==> config.mk <==
export PLATFORM = sky130hd
export DESIGN_NAME = clk_rst_pwr_ctl
export DESIGN_NICKNAME = d
export VERILOG_FILES = /design/src/rtl/clkpm_pkg.sv /design/src/rtl/mc_timebase.sv /design/src/rtl/rst_qualify.sv /design/src/rtl/pwr_state.sv /design/src/rtl/clk_rst_pwr_ctl.sv
export SDC_FILE = /design/constraint.sdc
export NUM_CORES = 1
export LEC_CHECK = 0
export CORE_MARGIN = 3
export CORE_UTILIZATION = 60
export CTS_BUF_LIST = sky130_fd_sc_hd__clkbuf_16
export DETAILED_ROUTE_END_ITERATION = 7
export DONT_BUFFER_PORTS = 1
export PLACE_DENSITY = 0.81
export SYNTH_ARGS = -nofsm -noshare
export SYNTH_HDL_FRONTEND = slang
export SYNTH_SLANG_ARGS = --single-unit
==> constraint.sdc <==
create_clock -name osc_clk -period 3.6 [get_ports osc_clk]
set_clock_uncertainty 0.05 [all_clocks]
set_input_delay 0.36 -clock osc_clk [delete_from_list [all_inputs] [get_ports osc_clk]]
set_output_delay 0.36 -clock osc_clk [all_outputs]
set_load 0.03 [all_outputs]
==> src/rtl/clkpm_pkg.sv <==
package clkpm_pkg;

    localparam int MC_LEN_DFLT  = 12;
    localparam int QUAL_MC_DFLT = 2;

    typedef struct packed {
        logic pd;
        logic idle;
    } pwr_ctl_t;

    function automatic logic [7:0] sfr_default(input int idx, input int sp_idx,
                                               input logic [7:0] sp_val);
        return (idx == sp_idx) ? sp_val : 8'h00;
    endfunction

endpackage

==> src/rtl/mc_timebase.sv <==
module mc_timebase #(
    parameter int MC_LEN = 12
) (
    input  logic clk,
    input  logic rst,
    input  logic ext_sel,
    input  logic freeze,
    output logic tick,
    output logic mc_strobe
);
    localparam int CW = (MC_LEN > 1) ? $clog2(MC_LEN) : 1;

    logic          half_q;
    logic [CW-1:0] phase_q;

    always_ff @(posedge clk) begin
        if (rst)          half_q <= 1'b0;
        else if (ext_sel) half_q <= ~half_q;
        else              half_q <= 1'b0;
    end

    assign tick = ~ext_sel | half_q;

    always_ff @(posedge clk) begin
        if (rst)
            phase_q <= '0;
        else if (tick && !freeze)
            phase_q <= (phase_q == CW'(MC_LEN - 1)) ? '0 : phase_q + 1'b1;
    end

    assign mc_strobe = tick & ~freeze & (phase_q == '0);


    strobe_single_chk: assert property (@(posedge clk) disable iff (rst)
        mc_strobe |=> !mc_strobe);

endmodule

==> src/rtl/rst_qualify.sv <==
module rst_qualify #(
    parameter int QUAL_TICKS = 24
) (
    input  logic clk,
    input  logic rst,
    input  logic pin,
    input  logic tick,
    output logic core_rst
);
    localparam int QW = $clog2(QUAL_TICKS + 1);

    logic [1:0]    sync_q;
    logic [QW-1:0] run_q;

    always_ff @(posedge clk) begin
        if (rst) sync_q <= 2'b00;
        else     sync_q <= {sync_q[0], pin};
    end

    always_ff @(posedge clk) begin
        if (rst || !sync_q[1])
            run_q <= '0;
        else if (tick && run_q != QW'(QUAL_TICKS))
            run_q <= run_q + 1'b1;
    end

    assign core_rst = (run_q == QW'(QUAL_TICKS));


    low_restarts_chk: assert property (@(posedge clk) disable iff (rst)
        !sync_q[1] |=> !core_rst);


    rise_needs_high_chk: assert property (@(posedge clk) disable iff (rst)
        $rose(core_rst) |-> $past(sync_q[1]));

endmodule

==> src/rtl/pwr_state.sv <==
module pwr_state
    import clkpm_pkg::*;
(
    input  logic     clk,
    input  logic     rst,
    input  logic     core_rst,
    input  logic     tick,
    input  logic     wake_req,
    input  logic     wr_en,
    input  pwr_ctl_t wr_val,
    output pwr_ctl_t st,
    output logic     core_clk_en,
    output logic     periph_clk_en,
    output logic     osc_en
);
    always_ff @(posedge clk) begin
        if (rst || core_rst)
            st <= '0;
        else if (wake_req && st.idle && !st.pd)
            st.idle <= 1'b0;
        else if (wr_en)
            st <= wr_val;
    end

    assign osc_en        = ~st.pd;
    assign periph_clk_en = tick & ~st.pd;
    assign core_clk_en   = tick & ~st.pd & ~st.idle;


    wake_leaves_idle_chk: assert property (@(posedge clk) disable iff (rst)
        (st.idle && !st.pd && wake_req && !core_rst) |=> !st.idle);


    pd_holds_chk: assert property (@(posedge clk) disable iff (rst)
        (st.pd && !core_rst && !wr_en) |=> (st.pd && $stable(st.idle)));


    reset_clears_chk: assert property (@(posedge clk) disable iff (rst)
        core_rst |=> (!st.pd && !st.idle));

endmodule

==> src/rtl/clk_rst_pwr_ctl.sv <==
module clk_rst_pwr_ctl
    import clkpm_pkg::*;
#(
    parameter int         MC_LEN    = MC_LEN_DFLT,
    parameter int         QUAL_MC   = QUAL_MC_DFLT,
    parameter int         NUM_SFR   = 8,
    parameter int         SP_IDX    = 1,
    parameter int         BUF_IDX   = 3,
    parameter logic [7:0] SP_RST    = 8'h07,
    parameter int         NUM_PORTS = 4
) (
    input  logic                 osc_clk,
    input  logic                 rst,
    input  logic                 ext_clk_sel,
    input  logic                 rst_pin,
    input  logic                 wake_req,
    input  logic                 pcon_we,
    input  logic [1:0]           pcon_wdata,
    output logic                 core_rst,
    output logic                 mc_strobe,
    output logic                 core_clk_en,
    output logic                 periph_clk_en,
    output logic                 osc_en,
    output logic                 idle_st,
    output logic                 pd_st,
    output logic [NUM_SFR-1:0]   sfr_rst_ld,
    output logic [NUM_SFR*8-1:0] sfr_rst_val,
    output logic [NUM_PORTS-1:0] port_set
);
    localparam int QUAL_TICKS = QUAL_MC * MC_LEN;

    logic     tick;
    pwr_ctl_t st;
    pwr_ctl_t wr_val;

    assign wr_val = pwr_ctl_t'(pcon_wdata);

    mc_timebase #(.MC_LEN(MC_LEN)) u_tb (
        .clk(osc_clk), .rst(rst), .ext_sel(ext_clk_sel), .freeze(st.pd),
        .tick(tick), .mc_strobe(mc_strobe)
    );

    rst_qualify #(.QUAL_TICKS(QUAL_TICKS)) u_rq (
        .clk(osc_clk), .rst(rst), .pin(rst_pin), .tick(tick), .core_rst(core_rst)
    );

    pwr_state u_ps (
        .clk(osc_clk), .rst(rst), .core_rst(core_rst), .tick(tick),
        .wake_req(wake_req), .wr_en(pcon_we), .wr_val(wr_val), .st(st),
        .core_clk_en(core_clk_en), .periph_clk_en(periph_clk_en), .osc_en(osc_en)
    );

    assign idle_st = st.idle;
    assign pd_st   = st.pd;

    for (genvar i = 0; i < NUM_SFR; i++) begin : g_sfr
        localparam logic KEEP = (i == BUF_IDX);
        assign sfr_rst_ld[i]        = core_rst & ~KEEP;
        assign sfr_rst_val[i*8 +: 8] = sfr_default(i, SP_IDX, SP_RST);
    end

    assign port_set = {NUM_PORTS{core_rst}};


    pd_quiet_chk: assert property (@(posedge osc_clk) disable iff (rst)
        pd_st |-> (!mc_strobe && !core_clk_en && !periph_clk_en));

endmodule

==> out/qor.txt <==
Place WS - 1410 ps
DRC - 0
CTS Hold Bufs - 0
Total GRT Usage - 0.131
Worst EP arrival - 1930 ps
Min Tclk post-route - 2340 ps
Ys Warns - 0
WP data required - 3190 ps
DR pass1 iterations - 4
Sequential share of the synthesized area - 0.222
Mapped Area - 1260 um2
Crit path cell chain - nor2b_1 -> nor2_1 -> nor4bb_1 -> buf_4
Nets - 159
Total internal power - 0.000318 W
Die area - 2690 um2
Sequential Power Share - 0.341
Grt ovf - 0
# clock sinks - 14
Highest Clock Rate - 427 MHz
Outcome - complete, no violations
Pins Over Slew Limit - 0
Switch share - 0.361
Core area - 1860 um2
Worst-margin pin slew - 893 ps
Latest clock arrival within the worst-skew pair - 240 ps
WL final - 1.79 mm
Area delta synth->final - -17.9%
Clock Tree Buf Depth - 2
Post-CTS repair timing setup buffer count - 0
Post-synthesis adder-cell area fraction - 0.0396
Effective utilization at floorplan - 0.680
Number of diodes - 0
Crit start category - register
Peak supply drop - 346 uV
Crit path max fanout - 15
Clock power frac - 0.408
Synth cell types - 30
Combinational power share - 0.251
Number of global-route vias before repair - 617
Complex-gate fraction of the synthesized area - 0.0891
P per Cell Area - 480 nW/um2
Final hold vios - 0
Post-CTS Resized - 0
IO Pins - 91
Final WS setup - 1260 ps
Initial drt markers - 4
CTS HTree Levels - 1
Clock root buffer - clkbuf_16
CTS tree - built
Worst path slowest cell - nor2b_1
Drt wl/cell - 10.5 um
First-pass GRT wire length - 2.66 mm
Hold crit path type - primary input to register
RSZ-0062 raised after global routing - no
Post-DP Area - 962 um2
Largest family of logic cells by synthesized area - buffers and inverters
Final worst-path cycle share - 0.650
Site row count - 15
Initial antenna violation count - 0
HPWL Detailed - 1.42 mm
Hold Slack - 134 ps
Final setup vio count - 0
Leakage power - 0.503 nW
CTS clk-pin slew, worst paths - 40 ps
Post-synthesis mux area share - 0.0238
Fillcell total - 168
ANT nets after route - 0
Overall die width - 51.9 um
Worst path max stage delay - 640 ps
PortBufs - 0
CTS buffer count - 3
Die Span Y - 51.9 um
Max-slew headroom - 0.400
Largest net degree at the start of global routing - 16
Util after Layout - 0.558
Layout cell share with drive strength beyond 1 - 0.0483
Max cap viols - 0
Total vias in the final route - 746
Routability cong. - 0.788
Via density per instance - 4.39
Total Neg Setup Slack - 0 ps
Design Area, Final - 1040 um2
Cells after Synth - 156
Avg Cell Area, Syn - 8.10 um2
Net Switching - 0.000180 W
Crit path kind - register to primary output
Post-synthesis simple-gate area fraction - 0.125
Crit end category - primary output
Post-Synth XOR/XNOR Area - 0
Yosys reg bits - 14
[synthesized netlist by cell type]
master	n	area, um2
nor4bb_1	1	10.0
or4_1	2	15.0
a31oi_1	1	6.26
a21oi_1	5	25.0
or3_1	2	12.5
nor2b_1	4	25.0
nand2b_1	4	25.0
o211ai_1	1	7.51
buf_6	1	11.3
and4b_1	1	10.0
o21ai_0	5	25.0
o21a_1	1	7.51
inv_1	8	30.0
dfxtp_1	14	280
ha_1	4	50.1
clkbuf_1	1	3.75
conb_1	2	7.51
buf_4	76	571
a311o_1	1	10.0
nor3_1	1	5.00
nand4_1	1	6.26
nor2_1	4	15.0
buf_2	2	10.0
o2111ai_1	1	8.76
nand3_1	4	20.0
nor4_1	1	6.26
nand2_1	2	7.51
a21boi_0	1	7.51
o31ai_1	2	15.0
mux2i_1	3	30.0
[critical path, delay by kind of cell (launching register included)]
kind	cells	cell delay [ps]
buffers and inverters	1	170
DFF	1	300
and+or+nand+nor	3	1220
[per-layer routing]
layer / GRT usage / vias to the layer above / wire [um]
met5: 0 / - / 0
met4: 0.0655 / 0 / 22
met3: 0.0401 / 2 / 285
met2: 0.232 / 65 / 856
met1: 0.138 / 335 / 627
li1: - / 344 / -
[registers in the layout, summed over array words and instances, names as in the netlist]
register / cells
u_ps.st: 2
u_tb.half_q: 1
u_tb.phase_q: 4
u_rq.sync_q: 2
u_rq.run_q: 5
[metrics by stage]
| step | total power (W) | cells |
|---|---|---|
| 6_report | 0.000498 | 170 |
| 2_1_floorplan | 0.000344 | 219 |
| 5_1_grt | 0.000517 | 170 |
| 3_5_place_dp | 0.000296 | 167 |
| 4_1_cts | 0.000502 | 170 |
| 3_3_place_gp | 0.000294 | 167 |
[area by class of cell]
class	instances	area, um2	area share
tap	25	31.3	0.0302
clock buffer	3	75.1	0.0724
inverter	8	30.0	0.0290
timing repair buffer	3	22.5	0.0217
sequential	14	280	0.270
multi-input combinational	117	598	0.577
[cell families (layout without fill, tap and decap cells)]
logic type	Yosys count	in the layout
buf+inv	88	14
simple gates	27	27
compound gates	18	18
flops	14	14
fa+ha+maj	4	4
mux	3	3
other cells	2	65
[power by group through the flow]
stage / Clock (W) / Combinational [W] / Sequential [W]
after global routing: 0.000213 / 0.000133 / 0.000171
after global placement: 0 / 0.000122 / 0.000172
after detailed placement: 0 / 0.000123 / 0.000173
after floorplan: 0 / 0.000174 / 0.000170
after CTS: 0.000209 / 0.000123 / 0.000170
final: 0.000203 / 0.000125 / 0.000170
[final timing paths]
kind,startpoint,end,slack [ps],depth (start not counted)
setup / recovery,u_tb.half_q,mc_strobe,1260,4
hold / removal,rst,u_tb.phase_q[0],130,1
setup reg to reg,u_rq.run_q[0],u_rq.run_q[0],1750,6
hold reg to reg,u_rq.sync_q[0],u_rq.sync_q[1],400,1
[cells in the final DEF, fill, tap and decap left out, types with 2 or more instances in the layout]
cell and count:
inv_1 8, o31ai_1 2, dfxtp_1 14, or4_1 2
buf_4 3, nand2b_1 4, o21ai_0 5, or3_1 2
clkbuf_16 3, nand2_1 2, ha_1 4, mux2i_1 3
nor2b_1 4, nand3_1 4, nor2_1 4, a21oi_1 5
conb_1 65
Note: power is estimated with default switching activity, not from simulation.
